File: src/rtl/cmpclr_pkg.sv
package cmpclr_pkg;

  typedef enum logic [1:0] {
    TRIG_OFF  = 2'd0,
    TRIG_TICK = 2'd1,
    TRIG_EDGE = 2'd2,
    TRIG_RSVD = 2'd3
  } trigSrc_e;

  typedef enum logic [1:0] {
    CMP_AT_MOST  = 2'd0,
    CMP_AT_LEAST = 2'd1,
    CMP_WINDOW   = 2'd2,
    CMP_NEVER    = 2'd3
  } cmpSel_e;

  // strobes handed from trigger control to the compare datapath
  typedef struct packed {
    logic sample;  // capture the comparison result
    logic clear;   // request a counter clear
  } ctrlStrobe_t;

endpackage

File: src/rtl/cmpclr_ctrl.sv
module cmpclr_ctrl
  import cmpclr_pkg::*;
#(
  parameter int NUM_CH  = 6,
  parameter int SEL_W   = 3,
  parameter int PRESC_W = 2
) (
  input  logic               clk,
  input  logic               rstN,
  input  logic               slowTick,
  input  logic [NUM_CH-1:0]  extTrig,
  input  logic [1:0]         trigMode,
  input  logic [PRESC_W-1:0] prescSel,
  input  logic [SEL_W-1:0]   chanSel,
  input  logic               chanInvert,
  input  logic               gateEn,
  output ctrlStrobe_t        strobe
);

  // widest divisor is 2^(2^PRESC_W - 1); the phase counter spans it
  localparam int MAX_LOG = (1 << PRESC_W) - 1;
  localparam int PH_W    = (MAX_LOG > 0) ? MAX_LOG : 1;
  localparam int CFG_W   = 2 + PRESC_W;

  trigSrc_e          srcSel;
  logic [NUM_CH-1:0] chanHit;
  logic              chanRaw;
  logic              chanLvl;
  logic              prevLvl;
  logic              edgeSeen;
  logic              gateOpen;
  logic              tickAccept;
  logic [PH_W-1:0]   phase;
  logic [PH_W-1:0]   lastPhase;
  logic [CFG_W-1:0]  cfgNow;
  logic [CFG_W-1:0]  cfgPrev;
  logic              cfgChanged;
  logic              fireTick;
  logic              fireEdge;
  logic              fire;

  assign srcSel = trigSrc_e'(trigMode);

  // one-hot channel pick; codes at or above NUM_CH pick nothing
  for (genvar g = 0; g < NUM_CH; g++) begin : g_chan
    assign chanHit[g] = (chanSel == SEL_W'(g)) & extTrig[g];
  end
  assign chanRaw = |chanHit;
  assign chanLvl = chanRaw ^ chanInvert;

  always_ff @(posedge clk or negedge rstN) begin
    if (!rstN) prevLvl <= 1'b0;
    else       prevLvl <= chanLvl;
  end
  assign edgeSeen = chanLvl & ~prevLvl;

  // configuration change detection restarts the divider
  assign cfgNow     = {trigMode, prescSel};
  assign cfgChanged = (cfgNow != cfgPrev);

  always_ff @(posedge clk or negedge rstN) begin
    if (!rstN) cfgPrev <= '0;
    else       cfgPrev <= cfgNow;
  end

  assign lastPhase  = PH_W'((32'd1 << prescSel) - 32'd1);
  assign gateOpen   = !gateEn || chanLvl;
  assign tickAccept = (srcSel == TRIG_TICK) && slowTick && gateOpen && !cfgChanged;

  always_ff @(posedge clk or negedge rstN) begin
    if (!rstN) begin
      phase <= '0;
    end else if (cfgChanged) begin
      phase <= '0;
    end else if (tickAccept) begin
      phase <= (phase == lastPhase) ? '0 : phase + 1'b1;
    end
  end

  assign fireTick = tickAccept && (phase == lastPhase);
  assign fireEdge = (srcSel == TRIG_EDGE) && edgeSeen;
  assign fire     = fireTick | fireEdge;

  assign strobe.sample = fire;
  assign strobe.clear  = fire;


  off_quiet_chk: assert property (@(posedge clk) disable iff (!rstN)
    (trigMode == 2'd0 || trigMode == 2'd3) |-> !strobe.clear);


  phase_bound_chk: assert property (@(posedge clk) disable iff (!rstN)
    !cfgChanged |-> (phase <= lastPhase));


  change_hold_chk: assert property (@(posedge clk) disable iff (!rstN)
    (cfgChanged && trigMode == 2'd1) |-> !strobe.sample);


  no_chan_chk: assert property (@(posedge clk) disable iff (!rstN)
    (trigMode == 2'd2 && chanSel >= SEL_W'(NUM_CH)) |-> !strobe.sample);

endmodule

File: src/rtl/cmpclr_dp.sv
module cmpclr_dp
  import cmpclr_pkg::*;
#(
  parameter int CNT_W = 16
) (
  input  logic             clk,
  input  logic             rstN,
  input  ctrlStrobe_t      strobe,
  input  logic [1:0]       cmpMode,
  input  logic [CNT_W-1:0] cntVal,
  input  logic [CNT_W-1:0] topWord,
  output logic             matchPulse,
  output logic             matchLevel,
  output logic             clearPulse
);

  localparam int HALF = CNT_W / 2;

  logic [CNT_W-1:0] loBound;
  logic [CNT_W-1:0] hiBound;
  logic             hitNow;

  assign loBound = CNT_W'(topWord[HALF-1:0]);
  assign hiBound = CNT_W'(topWord[CNT_W-1:HALF]);

  always_comb begin
    unique case (cmpSel_e'(cmpMode))
      CMP_AT_MOST:  hitNow = (cntVal <= topWord);
      CMP_AT_LEAST: hitNow = (cntVal >= topWord);
      CMP_WINDOW:   hitNow = (cntVal >= loBound) && (cntVal <= hiBound);
      default:      hitNow = 1'b0;
    endcase
  end

  always_ff @(posedge clk or negedge rstN) begin
    if (!rstN) begin
      matchPulse <= 1'b0;
      matchLevel <= 1'b0;
      clearPulse <= 1'b0;
    end else begin
      matchPulse <= strobe.sample & hitNow;
      clearPulse <= strobe.clear;
      if (strobe.sample) matchLevel <= hitNow;
    end
  end


  pulse_clear_chk: assert property (@(posedge clk) disable iff (!rstN)
    matchPulse |-> (clearPulse && matchLevel));


  clear_follows_chk: assert property (@(posedge clk) disable iff (!rstN)
    clearPulse |-> $past(strobe.clear));


  level_hold_chk: assert property (@(posedge clk) disable iff (!rstN)
    !strobe.sample |=> $stable(matchLevel));


  le_match_chk: assert property (@(posedge clk) disable iff (!rstN)
    (strobe.sample && cmpMode == 2'd0 && cntVal <= topWord) |=> matchPulse);


  ge_match_chk: assert property (@(posedge clk) disable iff (!rstN)
    (strobe.sample && cmpMode == 2'd1 && cntVal >= topWord) |=> matchPulse);


  rsvd_quiet_chk: assert property (@(posedge clk) disable iff (!rstN)
    (strobe.sample && cmpMode == 2'd3) |=> !matchPulse);

endmodule

File: src/rtl/cmpclr_unit.sv
module cmpclr_unit
  import cmpclr_pkg::*;
#(
  parameter int NUM_CH  = 6,
  parameter int SEL_W   = 3,
  parameter int PRESC_W = 2,
  parameter int CNT_W   = 16
) (
  input  logic               clk,
  input  logic               rstN,
  input  logic               slowTick,
  input  logic [NUM_CH-1:0]  extTrig,
  input  logic [CNT_W-1:0]   cntVal,
  input  logic [CNT_W-1:0]   topWord,
  input  logic [1:0]         trigMode,
  input  logic [PRESC_W-1:0] prescSel,
  input  logic [1:0]         cmpMode,
  input  logic [SEL_W-1:0]   chanSel,
  input  logic               chanInvert,
  input  logic               gateEn,
  output logic               matchPulse,
  output logic               matchLevel,
  output logic               clearPulse
);

  ctrlStrobe_t strobe;

  cmpclr_ctrl #(
    .NUM_CH (NUM_CH),
    .SEL_W  (SEL_W),
    .PRESC_W(PRESC_W)
  ) ctrl_i (
    .clk       (clk),
    .rstN      (rstN),
    .slowTick  (slowTick),
    .extTrig   (extTrig),
    .trigMode  (trigMode),
    .prescSel  (prescSel),
    .chanSel   (chanSel),
    .chanInvert(chanInvert),
    .gateEn    (gateEn),
    .strobe    (strobe)
  );

  cmpclr_dp #(
    .CNT_W(CNT_W)
  ) dp_i (
    .clk       (clk),
    .rstN      (rstN),
    .strobe    (strobe),
    .cmpMode   (cmpMode),
    .cntVal    (cntVal),
    .topWord   (topWord),
    .matchPulse(matchPulse),
    .matchLevel(matchLevel),
    .clearPulse(clearPulse)
  );

endmodule

File: config.mk
export PLATFORM = sky130hd
export DESIGN_NAME = cmpclr_unit
export DESIGN_NICKNAME = d
export VERILOG_FILES = /design/src/rtl/cmpclr_pkg.sv /design/src/rtl/cmpclr_ctrl.sv /design/src/rtl/cmpclr_dp.sv /design/src/rtl/cmpclr_unit.sv
export SDC_FILE = /design/constraint.sdc
export NUM_CORES = 1
export LEC_CHECK = 0
export BUFFER_PORTS_ARGS = -buffer_cell sky130_fd_sc_hd__buf_2
export CELL_PAD_IN_SITES_DETAIL_PLACEMENT = 1
export CELL_PAD_IN_SITES_GLOBAL_PLACEMENT = 1
export CORE_ASPECT_RATIO = 0.7
export CORE_UTILIZATION = 36
export CTS_BUF_LIST = sky130_fd_sc_hd__clkbuf_4 sky130_fd_sc_hd__clkbuf_8
export CTS_CLUSTER_DIAMETER = 150
export DETAILED_ROUTE_END_ITERATION = 10
export GPL_ROUTABILITY_DRIVEN = 0
export PLACE_DENSITY_LB_ADDON = 0.1
export SYNTH_ARGS = -nofsm -noshare
export SYNTH_HDL_FRONTEND = slang
export SYNTH_SLANG_ARGS = --single-unit
File: constraint.sdc
create_clock -name clk -period 2.3 [get_ports clk]
set_input_delay 0.345 -clock clk [delete_from_list [all_inputs] [get_ports clk]]
set_output_delay 0.345 -clock clk [all_outputs]
set_load 0.05 [all_outputs]
==> metrics.yaml <==
outcome: "finished clean"
clk_latency_ns: 0.24
tightest_slew_ns: 0.503
p_leak_nw: 0.878
fin_cells: 247
grt_max_degree: 12
layout_commonest_cell: "buf_2"
fp.dieW_um: 73.2
layout.nets: 278
max-vdd-ir-drop_mv: 0.393
drtIter0Drc: 30
synth_area_sq_mm: 0.00128
min_path_type: "in -> reg"
avgSynthCellArea_sq_um: 9.12
portBuffers: 54
setup_viol: 0
clk_pin_slew_ns: 0.05
htreeDepth: 1
skew_ns: 0.000404
dp_cells: 242
cpLargestDelayFamily: "simple AND/OR/NAND/NOR gates"
critical_path.endpoint_type: "flip-flop"
finalHoldViolations: 0
clock_path_buffers: 2
synth_fp_nets: 217
ant_nets: 0
syn-instance-count: 140
cts_tree: "built"
grt.overflow.total: 0
grt_antenna_before_repair: 0
avgRoutedWirePerCell_um: 14.9
cts_made_buffers: 3
crit_arrival_ns: 2.22
remaining_drc_errors: 0
via_per_inst: 5.28
vias: 1303
grt_pass1_vias: 1355
ctsResizeCount: 0
maxCapViolCount: 0
ys_types: 44
yosys_warnings: 0
drv_slew: 0
rows: 17
drive_above_1_share_pct: 35.0
setup.worst_path.class: "in -> reg"
yosysSeqAreaShare_pct: 21.6
drt-pass1-iter-count: 4
grt_pass1_wl_um: 6190
num_antenna_cells: 0
max_stage_delay_ns: 0.58
crit_slowest_cell: "or4_1"
dpl.hpwl_um: 3270
crit_buf_inv: 2
critPathMaxFanout: 3
fin_crit_sh_pct: 91.8
crit_chain: "buf_2 > inv_1 > ha_1 > nand4_1 > or4_1 > a21oi_1 > nor4_1 > o21ai_0 > a31oi_1"
postCtsSetupBuffers: 0
initial_core_util_pct: 39.2
rsz0062_at_grt: "false"
powerDensity_mw_per_mm2: 404
worstSetupStartpointType: "primary input"
max-slew-margin-rel_pct: 66.0
cts.sinks: 11
worstPathRequired_ns: 2.41
finalWirelength_um: 3680
clock.fmax_mhz: 473
grt_usage_pct: 22.2
die_h_um: 51.8
dieArea_sq_mm: 0.00379
min_period_ns: 2.11
io_pins: 55
core_area_sq_mm: 0.00325
postLayoutCoreUtil_pct: 51.4
cts_root_buffer: "clkbuf_8"
final_cell_mix: "buf_2, ha_1, inv_1"
ys_seq_elements: 11
area_growth_pct: 31.0
[layout make-up]
type / instances / area [sq um]
clock buffers: 4 / 48.8
well taps: 47 / 58.8
fillers: 411 / 1580
multi-input cells: 110 / 930
inverters: 19 / 71.3
repair buffers: 56 / 288
flip-flops and latches: 11 / 275
[metrics by stage]
step           setup slack (ns)  hold slack, ns  setup TNS [ns]  power, mW  area, sq um
2_1_floorplan             0.330          0.0494               0      0.368         1280
3_3_place_gp              0.152           0.225               0      0.455         1610
3_5_place_dp            -0.0460           0.229         -0.0570      0.474         1610
4_1_cts                   0.203           0.262               0      0.684         1670
5_1_grt                  0.0417           0.259               0      0.725         1670
6_report                  0.188           0.264               0      0.676         1670
[per-layer routing]
layer / part of all wire [%] / wire, um / vias up / global-route usage [%]
met5: 0 / 0 / - / 0
met4: 0.63 / 23 / 0 / 4.58
met3: 5.8 / 215 / 2 / 5.04
met2: 45 / 1650 / 51 / 38.0
met1: 49 / 1790 / 602 / 28.7
li1: - / - / 648 / -
[what timing repair did]
item | in CTS | in global routing
endpoints found under the hold margin | 11 | 0
endpoints found under the setup margin | 0 | 0
hold buffers | 1 | 0
[registers in the layout (all words and copies together) (netlist names)]
signal           cells
dp_i.matchLevel      1
dp_i.clearPulse      1
dp_i.matchPulse      1
ctrl_i.cfgPrev       4
ctrl_i.phase         3
ctrl_i.prevLvl       1
[synth_stat cells]
library cell / instances / area share (%)
nor4_4: 1 / 1.7
nor3_1: 2 / 0.78
o31ai_1: 1 / 0.59
a31oi_1: 2 / 0.98
xor2_1: 2 / 1.4
dfrtp_1: 11 / 22
a211o_1: 1 / 0.69
a22oi_2: 1 / 0.98
or4_1: 4 / 2.4
o21ai_0: 4 / 1.6
nor2b_1: 4 / 2.0
a2111oi_4: 1 / 2.2
nor2_1: 5 / 1.5
or2_2: 1 / 0.49
inv_1: 19 / 5.6
a21oi_1: 11 / 4.3
o211ai_1: 3 / 1.8
or3_1: 1 / 0.49
o31a_1: 1 / 0.69
ha_1: 25 / 25
mux4_2: 1 / 1.8
nand2_1: 8 / 2.4
nand4_1: 4 / 2.0
nand2b_1: 1 / 0.49
nor4_1: 3 / 1.5
nand3_1: 1 / 0.39
o21a_1: 3 / 1.8
nand3b_1: 1 / 0.59
o2111a_1: 1 / 0.88
a41oi_1: 1 / 0.69
nand2_2: 1 / 0.49
o211a_1: 1 / 0.78
nor4b_1: 1 / 0.69
and3_4: 1 / 0.88
nor4bb_1: 1 / 0.78
or3b_2: 1 / 0.69
a21o_2: 1 / 0.69
o2bb2ai_1: 2 / 1.4
xnor2_1: 2 / 1.4
mux2_2: 1 / 0.88
a22o_1: 1 / 0.69
a21boi_1: 1 / 0.59
mux2i_1: 1 / 0.78
nor3b_2: 1 / 0.98
[final timing paths]
| kind | from | end | slack (ns) | cells after the start |
|---|---|---|---|---|
| worst min-delay path | trigMode[0] | ctrl_i.cfgPrev[2]$_DFF_PN0_ | 0.26 | 1 |
| worst max-delay path | topWord[15] | dp_i.matchLevel$_DFFE_PN0P_ | 0.19 | 9 |
| max in group asynchronous | rstN | ctrl_i.phase[1]$_DFFE_PN0P_ | 1.57 | 2 |
| worst max register to register | ctrl_i.phase[0]$_DFFE_PN0P_ | dp_i.matchLevel$_DFFE_PN0P_ | 0.45 | 6 |
| min in group asynchronous | rstN | ctrl_i.cfgPrev[3]$_DFF_PN0_ | 0.52 | 2 |
| worst min register to register | dp_i.matchLevel$_DFFE_PN0P_ | dp_i.matchLevel$_DFFE_PN0P_ | 0.57 | 2 |
[report_power, final]
| group | switching, mW | internal (mW) |
|---|---|---|
| clock network | 0.0719 | 0.133 |
| registers | 0.00690 | 0.207 |
| logic | 0.148 | 0.108 |
[logic make-up (layout without fill, tap and decap cells)]
logic type      count (synthesis)  in the layout  share of synthesized area, %
simple gates                   42             42                          21.0
compound gates                 36             36                          21.2
fa+ha+maj                      25             25                          24.5
buf+inv                        19             79                          5.59
flops                          11             11                          21.6
xor+xnor                        4              4                          2.75
mux                             3              3                          3.43
No activity file was read; power rests on OpenSTA's default activity.
